==> config.mk <==
export PLATFORM = sky130hd
export DESIGN_NAME = load_aligner
export DESIGN_NICKNAME = d
export VERILOG_FILES = /design/src/rtl/la_pkg.sv /design/src/rtl/la_ctrl.sv /design/src/rtl/la_window.sv /design/src/rtl/la_order_ext.sv /design/src/rtl/load_aligner.sv
export SDC_FILE = /design/constraint.sdc
export NUM_CORES = 1
export LEC_CHECK = 0
export BUFFER_PORTS_ARGS = -buffer_cell sky130_fd_sc_hd__buf_2
export CAP_MARGIN = 40
export CORE_ASPECT_RATIO = 0.5
export CORE_MARGIN = 5
export CORE_UTILIZATION = 55
export CTS_BUF_LIST = sky130_fd_sc_hd__clkbuf_2
export DETAILED_ROUTE_END_ITERATION = 10
export PLACE_DENSITY = 0.85
export SYNTH_ARGS = -nofsm -noshare
export SYNTH_HDL_FRONTEND = slang
export SYNTH_SLANG_ARGS = --single-unit
==> constraint.sdc <==
create_clock -name clk -period 10.9 [get_ports clk]
set_input_delay 1.09 -clock clk [delete_from_list [all_inputs] [get_ports clk]]
set_output_delay 1.09 -clock clk [all_outputs]
set_load 0.03 [all_outputs]
==> src/rtl/la_pkg.sv <==
// Package: shared types for the load aligner.
// Assumes a 2-bit size code where the code is log2 of the byte count.
package la_pkg;
    typedef enum logic [1:0] {
        SZ_BYTE = 2'd0,
        SZ_HALF = 2'd1,
        SZ_WORD = 2'd2,
        SZ_DBL  = 2'd3
    } la_size_e;

    typedef enum logic [2:0] {
        ST_IDLE  = 3'd0,
        ST_ISSUE = 3'd1,
        ST_CAP0  = 3'd2,
        ST_CAP1  = 3'd3,
        ST_FIN   = 3'd4
    } la_state_e;
endpackage

==> src/rtl/la_ctrl.sv <==
// Sequencer for the load aligner.
// Accepts one request, issues one or two aligned line reads, captures the
// returned lines and raises done for one cycle.
// Assumes memory data is valid exactly one cycle after mem_rd_en.
module la_ctrl
    import la_pkg::*;
#(
    parameter int AW   = 32,
    parameter int DW   = 64,
    parameter int OFFW = $clog2(DW / 8),
    parameter int LW   = AW - OFFW
) (
    input  logic           clk,
    input  logic           rst_n,
    input  logic           req_valid,
    output logic           req_ready,
    input  logic [AW-1:0]  req_addr,
    input  logic [1:0]     req_size,
    input  logic           req_signed,
    input  logic           req_big,
    output logic           mem_rd_en,
    output logic [LW-1:0]  mem_rd_addr,
    input  logic [DW-1:0]  mem_rd_data,
    output logic           done,
    output logic [DW-1:0]  lo_q,
    output logic [DW-1:0]  hi_q,
    output logic [OFFW-1:0] off_q,
    output la_size_e       size_q,
    output logic           signed_q,
    output logic           big_q
);
    localparam int BYTES = DW / 8;
    localparam int SPW   = OFFW + 2;

    la_state_e       st;
    logic [LW-1:0]   line_q;
    logic            split_q;
    logic [SPW-1:0]  span;
    logic            accept;

    // Request acceptance and crossing detection.
    always_comb begin
        accept = req_valid && (st == ST_IDLE);
        span   = SPW'(req_addr[OFFW-1:0]) + (SPW'(1) << req_size);
    end

    // Handshake, memory strobe and line index by state.
    always_comb begin
        req_ready   = (st == ST_IDLE);
        done        = (st == ST_FIN);
        mem_rd_en   = (st == ST_ISSUE) || ((st == ST_CAP0) && split_q);
        mem_rd_addr = (st == ST_CAP0) ? line_q + LW'(1) : line_q;
    end

    // State sequencing.
    always_ff @(posedge clk) begin
        if (!rst_n) begin
            st <= ST_IDLE;
        end else begin
            case (st)
                ST_IDLE:  if (accept) st <= ST_ISSUE;
                ST_ISSUE: st <= ST_CAP0;
                ST_CAP0:  st <= split_q ? ST_CAP1 : ST_FIN;
                ST_CAP1:  st <= ST_FIN;
                default:  st <= ST_IDLE;
            endcase
        end
    end

    // Request field latch on acceptance.
    always_ff @(posedge clk) begin
        if (!rst_n) begin
            line_q   <= '0;
            off_q    <= '0;
            size_q   <= SZ_BYTE;
            signed_q <= 1'b0;
            big_q    <= 1'b0;
            split_q  <= 1'b0;
        end else if (accept) begin
            line_q   <= req_addr[AW-1:OFFW];
            off_q    <= req_addr[OFFW-1:0];
            size_q   <= la_size_e'(req_size);
            signed_q <= req_signed;
            big_q    <= req_big;
            split_q  <= (span > SPW'(BYTES));
        end
    end

    // Line capture as read data returns.
    always_ff @(posedge clk) begin
        if (!rst_n) begin
            lo_q <= '0;
            hi_q <= '0;
        end else begin
            if (st == ST_CAP0) lo_q <= mem_rd_data;
            if (st == ST_CAP1) hi_q <= mem_rd_data;
        end
    end

    // done never lasts two cycles.
    p_done_pulse_r8: assert property (@(posedge clk) disable iff (!rst_n)
        done |=> !done);

    // not ready while a result is being returned.
    p_busy_at_done_r1: assert property (@(posedge clk) disable iff (!rst_n)
        done |-> !req_ready);

    // back-to-back strobes target consecutive lines.
    p_next_line_r3: assert property (@(posedge clk) disable iff (!rst_n)
        (mem_rd_en && $past(mem_rd_en)) |-> (mem_rd_addr == $past(mem_rd_addr) + LW'(1)));

    // no memory traffic while idle.
    p_quiet_idle_r2: assert property (@(posedge clk) disable iff (!rst_n)
        req_ready |-> !mem_rd_en);

    // acceptance always leads to a busy cycle next.
    p_accept_busy_r9: assert property (@(posedge clk) disable iff (!rst_n)
        (req_valid && req_ready) |=> !req_ready);
endmodule

==> src/rtl/la_window.sv <==
// Byte window selector.
// Forms a two-line window with the first line in the low half and takes the
// line-width run of bytes that starts at the byte offset.
// Assumes the offset is below one line width.
module la_window #(
    parameter int DW   = 64,
    parameter int OFFW = $clog2(DW / 8)
) (
    input  logic [DW-1:0]   lo,
    input  logic [DW-1:0]   hi,
    input  logic [OFFW-1:0] off,
    output logic [DW-1:0]   raw
);
    localparam int BYTES = DW / 8;

    logic [2*DW-1:0] win;

    // Byte run extraction from the combined window.
    always_comb begin
        win = {hi, lo};
        raw = '0;
        for (int i = 0; i < BYTES; i++) begin
            raw[8*i +: 8] = win[8*(int'(off) + i) +: 8];
        end
    end
endmodule

==> src/rtl/la_order_ext.sv <==
// Byte orderer and widener.
// Takes bytes in address order (byte 0 = lowest address), places them by the
// byte-order mode, then fills the upper bytes with zero or sign copies.
// Assumes the size code is log2 of the byte count and fits the data width.
module la_order_ext
    import la_pkg::*;
#(
    parameter int DW = 64
) (
    input  logic [DW-1:0] raw,
    input  la_size_e      size,
    input  logic          sgn,
    input  logic          big,
    output logic [DW-1:0] val
);
    localparam int BYTES = DW / 8;

    logic [DW-1:0] ordered;
    logic          fill;
    int            nb;

    // Byte placement by mode.
    always_comb begin
        nb      = 1 << int'(size);
        ordered = '0;
        for (int i = 0; i < BYTES; i++) begin
            if (i < nb) begin
                if (big) ordered[8*(nb-1-i) +: 8] = raw[8*i +: 8];
                else     ordered[8*i +: 8]        = raw[8*i +: 8];
            end
        end
    end

    // Widening above the access width.
    always_comb begin
        fill = sgn && ordered[8*nb-1];
        val  = '0;
        for (int i = 0; i < BYTES; i++) begin
            val[8*i +: 8] = (i < nb) ? ordered[8*i +: 8] : {8{fill}};
        end
    end
endmodule

==> src/rtl/load_aligner.sv <==
// Top of the load aligner.
// Connects the sequencer, the byte window and the orderer/widener.
// Assumes a 64-bit line; one request in flight at a time.
module load_aligner
    import la_pkg::*;
#(
    parameter int AW   = 32,
    parameter int DW   = 64,
    parameter int OFFW = $clog2(DW / 8),
    parameter int LW   = AW - OFFW
) (
    input  logic          clk,
    input  logic          rst_n,
    input  logic          req_valid,
    output logic          req_ready,
    input  logic [AW-1:0] req_addr,
    input  logic [1:0]    req_size,
    input  logic          req_signed,
    input  logic          req_big,
    output logic          mem_rd_en,
    output logic [LW-1:0] mem_rd_addr,
    input  logic [DW-1:0] mem_rd_data,
    output logic          done,
    output logic [DW-1:0] result
);
    logic [DW-1:0]   lo_q, hi_q, raw;
    logic [OFFW-1:0] off_q;
    la_size_e        size_q;
    logic            signed_q, big_q;

    la_ctrl #(.AW(AW), .DW(DW), .OFFW(OFFW), .LW(LW)) u_ctrl (
        .clk        (clk),
        .rst_n      (rst_n),
        .req_valid  (req_valid),
        .req_ready  (req_ready),
        .req_addr   (req_addr),
        .req_size   (req_size),
        .req_signed (req_signed),
        .req_big    (req_big),
        .mem_rd_en  (mem_rd_en),
        .mem_rd_addr(mem_rd_addr),
        .mem_rd_data(mem_rd_data),
        .done       (done),
        .lo_q       (lo_q),
        .hi_q       (hi_q),
        .off_q      (off_q),
        .size_q     (size_q),
        .signed_q   (signed_q),
        .big_q      (big_q)
    );

    la_window #(.DW(DW), .OFFW(OFFW)) u_win (
        .lo (lo_q),
        .hi (hi_q),
        .off(off_q),
        .raw(raw)
    );

    la_order_ext #(.DW(DW)) u_ord (
        .raw (raw),
        .size(size_q),
        .sgn (signed_q),
        .big (big_q),
        .val (result)
    );

    // unsigned byte and halfword results carry zeros above their width.
    p_zero_byte_r6: assert property (@(posedge clk) disable iff (!rst_n)
        (done && !signed_q && size_q == SZ_BYTE) |-> (result[DW-1:8] == '0));
    p_zero_half_r6: assert property (@(posedge clk) disable iff (!rst_n)
        (done && !signed_q && size_q == SZ_HALF) |-> (result[DW-1:16] == '0));

    // signed byte and word results copy their top bit upward.
    p_sign_byte_r7: assert property (@(posedge clk) disable iff (!rst_n)
        (done && signed_q && size_q == SZ_BYTE) |-> (result[DW-1:8] == {(DW-8){result[7]}}));
    p_sign_word_r7: assert property (@(posedge clk) disable iff (!rst_n)
        (done && signed_q && size_q == SZ_WORD) |-> (result[DW-1:32] == {(DW-32){result[31]}}));
endmodule

==> results by group <==
Yosys
  • Yosys cell types: 76
  • Cell count after synthesis: 1,931
  • Post-synth top flop: dfxtp_1
  • Post-Syn Area: 0.0140 sq mm
  • Post-synth top area share: 0.229
  • Syn Nets: 2,052
  • Seq/Total Area, Yosys: 0.229
  • Synthesized flop and latch total: 160
  • Ys async rst share: 0
  • Synth top area cells: dfxtp_1 (23%), nand2_1 (13%), a21boi_0 (8.5%)
  • Yosys warning count: 0
  • Post-synth EDFFs: 0
  • Syn Area/Cell: 7.24 sq um
  • Largest area contributor in the netlist: dfxtp_1

CTS
  • Post-CTS Resized: 0
  • # hold bufs at CTS: 0
  • Sink Count: 160
  • TritonCTS clock tree: built
  • Clock buffer depth: 2
  • Reg clk slew, reported paths: 0.26 ns
  • Post-CTS Setup Bufs: 0
  • Root Driver: clkbuf_2
  • Number of buffers created by CTS: 17
  • Clk_lat worst skew: about 0.74 ns
  • CTS H-Tree Depth: 4

Timing
  • Final setup TNS: 0 ns
  • Post-route minimum period: 7.31 ns
  • Fmax achieved: roughly 140 MHz
  • Slew @ Worst Pin: 1.00 ns
  • Fin Hold WS: 0.482 ns
  • Final hold violations: 0
  • Final setup violating endpoints: 0
  • Final Cycle Share: 0.671
  • Final Max Tran Viols: 0
  • Relative slew slack: 0.332
  • RSZ-0062 raised after global routing: false
  • Skew final: 0.0331 ns

Min path
  • Hold crit path type: flip-flop to flip-flop

GRT
  • Largest net degree at the start of global routing: 104
  • First-pass GRT wire length: 91,800 microns
  • Vias in the first global route: 15,300
  • Initial antenna violation count: 2
  • GRT Overall Usage: 0.410
  • GR Overflow Total: 0

Setup path
  • Critical-path cell list: inv_1 > ha_1 > buf_4 > inv_1 > ha_1 > buf_4 > nor2b_1 > xor2_1 > or3_1 > o41ai_1 > o22ai_1 > nor2_1 > o21ai_1 > buf_4 > o31ai_1 > buf_2
  • Worst Path Buf+Inv: 6
  • Worst setup SP type: flip-flop
  • Critical Path End Type: output pin
  • CP Data Arrival Time: 6.22 ns
  • Max stage delay on crit path: 0.64 ns
  • Critical Path RT: 9.81 ns
  • Max stage delay cell, worst path: ha_1
  • Crit path max-delay family: buffers and inverters
  • Setup CP Type: flip-flop to output pin
  • Crit path top cell by count: buf_4
  • CP Max Fanout: 43

Routing
  • Drt first pass iters: 8
  • Vias/cell: 6.78
  • Initial DRC count: 2,748
  • WL final: 62,200 microns
  • DR vias: between 15,000 and 20,000
  • Antenna viol nets, final: 0
  • Wirelength per Cell: 25.7 microns
  • Number of remaining DRC errors: 0

Placed design
  • Port Buffers: 198
  • Post-detail-place hpwl: 46,600 microns
  • Final RePlAce weighted congestion: 1.07

Status
  • Status: finished clean

Die
  • Starting Density: 0.557
  • Placeable Area: 0.0251 sq mm
  • Die area: 0.0289 sq mm
  • Horiz. Die Dim: 235 microns
  • Io pins: 199
  • Die Ht: 123 microns
  • Cell Rows: roughly 40

Pwr
  • Pleak: 5.68 nW
  • Pwr Density: 91.4 mW/mm^2
  • Peak supply drop: around 0.14 mV

Cells and area
  • Final net count: around 2,200
  • Synth-to-layout area growth: 11.1%
  • Share of layout cells above drive strength 1: 0.189

Flow run
  • # Max-Cap Violations: 0
## state kept, by name, summed over array words and instances, names as in the netlist
name / flops
u_ctrl.st: 3
u_ctrl.size_q: 2
u_ctrl.hi_q: 56
u_ctrl.big_q: 1
u_ctrl.signed_q: 1
u_ctrl.lo_q: 64
u_ctrl.line_q: 29
u_ctrl.off_q: 3
u_ctrl.split_q: 1
## report_power, final
part | internal (W) | leakage, nW | switching, W
Clock | 0.0000851 | 0.125 | 0.000226
Combinational | 0.000150 | 4.25 | 0.000332
Sequential | 0.000603 | 1.30 | 0.0000226
## synthesized netlist by cell type, drive strengths merged, types with 23 or more instances
| library cell | n |
|---|---|
| nor3 | 28 |
| dfxtp | 160 |
| mux2 | 34 |
| nand2 | 499 |
| mux2i | 102 |
| inv | 23 |
| o22ai | 44 |
| buf | 40 |
| nand3 | 36 |
| o21ai | 116 |
| a21boi | 158 |
| mux4 | 34 |
| a21oi | 91 |
| nand2b | 24 |
| nor2 | 94 |
| clkbuf | 113 |
| a221oi | 24 |
## worst min-delay path, delay by kind of cell (launching register included)
kind	cells	cell delay, ns
compound gates	1	0.06
flops	1	0.36
simple gates	1	0.04
## per-layer routing
metal / part of all wire / vias to the layer above / track usage
li1: - / 7209 / -
met2: 0.41 / 1216 / 0.603
met5: 0 / - / 0
met3: 0.15 / 272 / 0.160
met4: 0.054 / 0 / 0.199
met1: 0.39 / 7698 / 0.530
## layout make-up
type / instances / area [sq um]
fill: 2227 / 9560
antenna: 2 / 5.00
clock inverter: 15 / 134
tap: 344 / 430
inverter: 23 / 86.3
timing repair buffer: 263 / 1510
clock buffer: 17 / 85.1
sequential: 160 / 3210
multi-input combinational: 1595 / 10100
## stage by stage
stage,cell area [sq um],util,std cells,total power [W],worst slack (ns)
after floorplan,14000,-,1931,0.000927,5.45
after global placement,15200,0.604,2368,0.00109,4.81
after detailed placement,15300,0.610,2384,0.00110,4.70
after CTS,15500,0.618,2416,0.00140,3.81
after global routing,15500,0.619,2419,0.00146,3.40
final,15500,0.619,2419,0.00142,3.59
## cells by family (layout without fill, tap and decap cells)
group,count (synthesis),after routing,share of synthesized area
AOI/OAI and AO/OA,567,567,0.271
xor gates and xnor gates,31,31,0.0194
adders and majority gates,19,19,0.0174
buffers and inverters,176,318,0.0513
DFF,160,160,0.229
muxes,170,170,0.155
other,0,2,0
and+or+nand+nor,808,808,0.256
## path summary, 6_finish.rpt
check / startpoint / to / slack, ns / cells past startpoint
max: u_ctrl.size_q[0]$_SDFFE_PN0P_ / result[39] / 3.59 / 16
min: u_ctrl.lo_q[13]$_SDFFE_PN0P_ / u_ctrl.lo_q[13]$_SDFFE_PN0P_ / 0.48 / 2
max reg2reg: u_ctrl.st[1]$_SDFFE_PN0P_ / u_ctrl.lo_q[50]$_SDFFE_PN0P_ / 8.81 / 4
min reg2reg: u_ctrl.lo_q[13]$_SDFFE_PN0P_ / u_ctrl.lo_q[13]$_SDFFE_PN0P_ / 0.48 / 2
## cells in the final DEF, fill, tap and decap left out, types with 13 or more instances in the layout
master / count
a21boi_0: 158
buf_4: 57
xnor2_1: 21
nor2_1: 94
a31oi_1: 19
nand4_1: 17
and3_1: 15
mux2_2: 34
mux4_2: 34
nand2b_1: 24
nand3_1: 36
mux2i_1: 102
a21oi_1: 90
or2_2: 15
o21ai_0: 114
buf_2: 202
ha_1: 16
nand2_1: 497
nor3_1: 28
inv_1: 23
o31ai_1: 14
and2_1: 13
clkbuf_2: 17
dfxtp_1: 156
a221oi_1: 24
o22ai_1: 44
nor2b_1: 14
(Power assumes the default switching activity.)
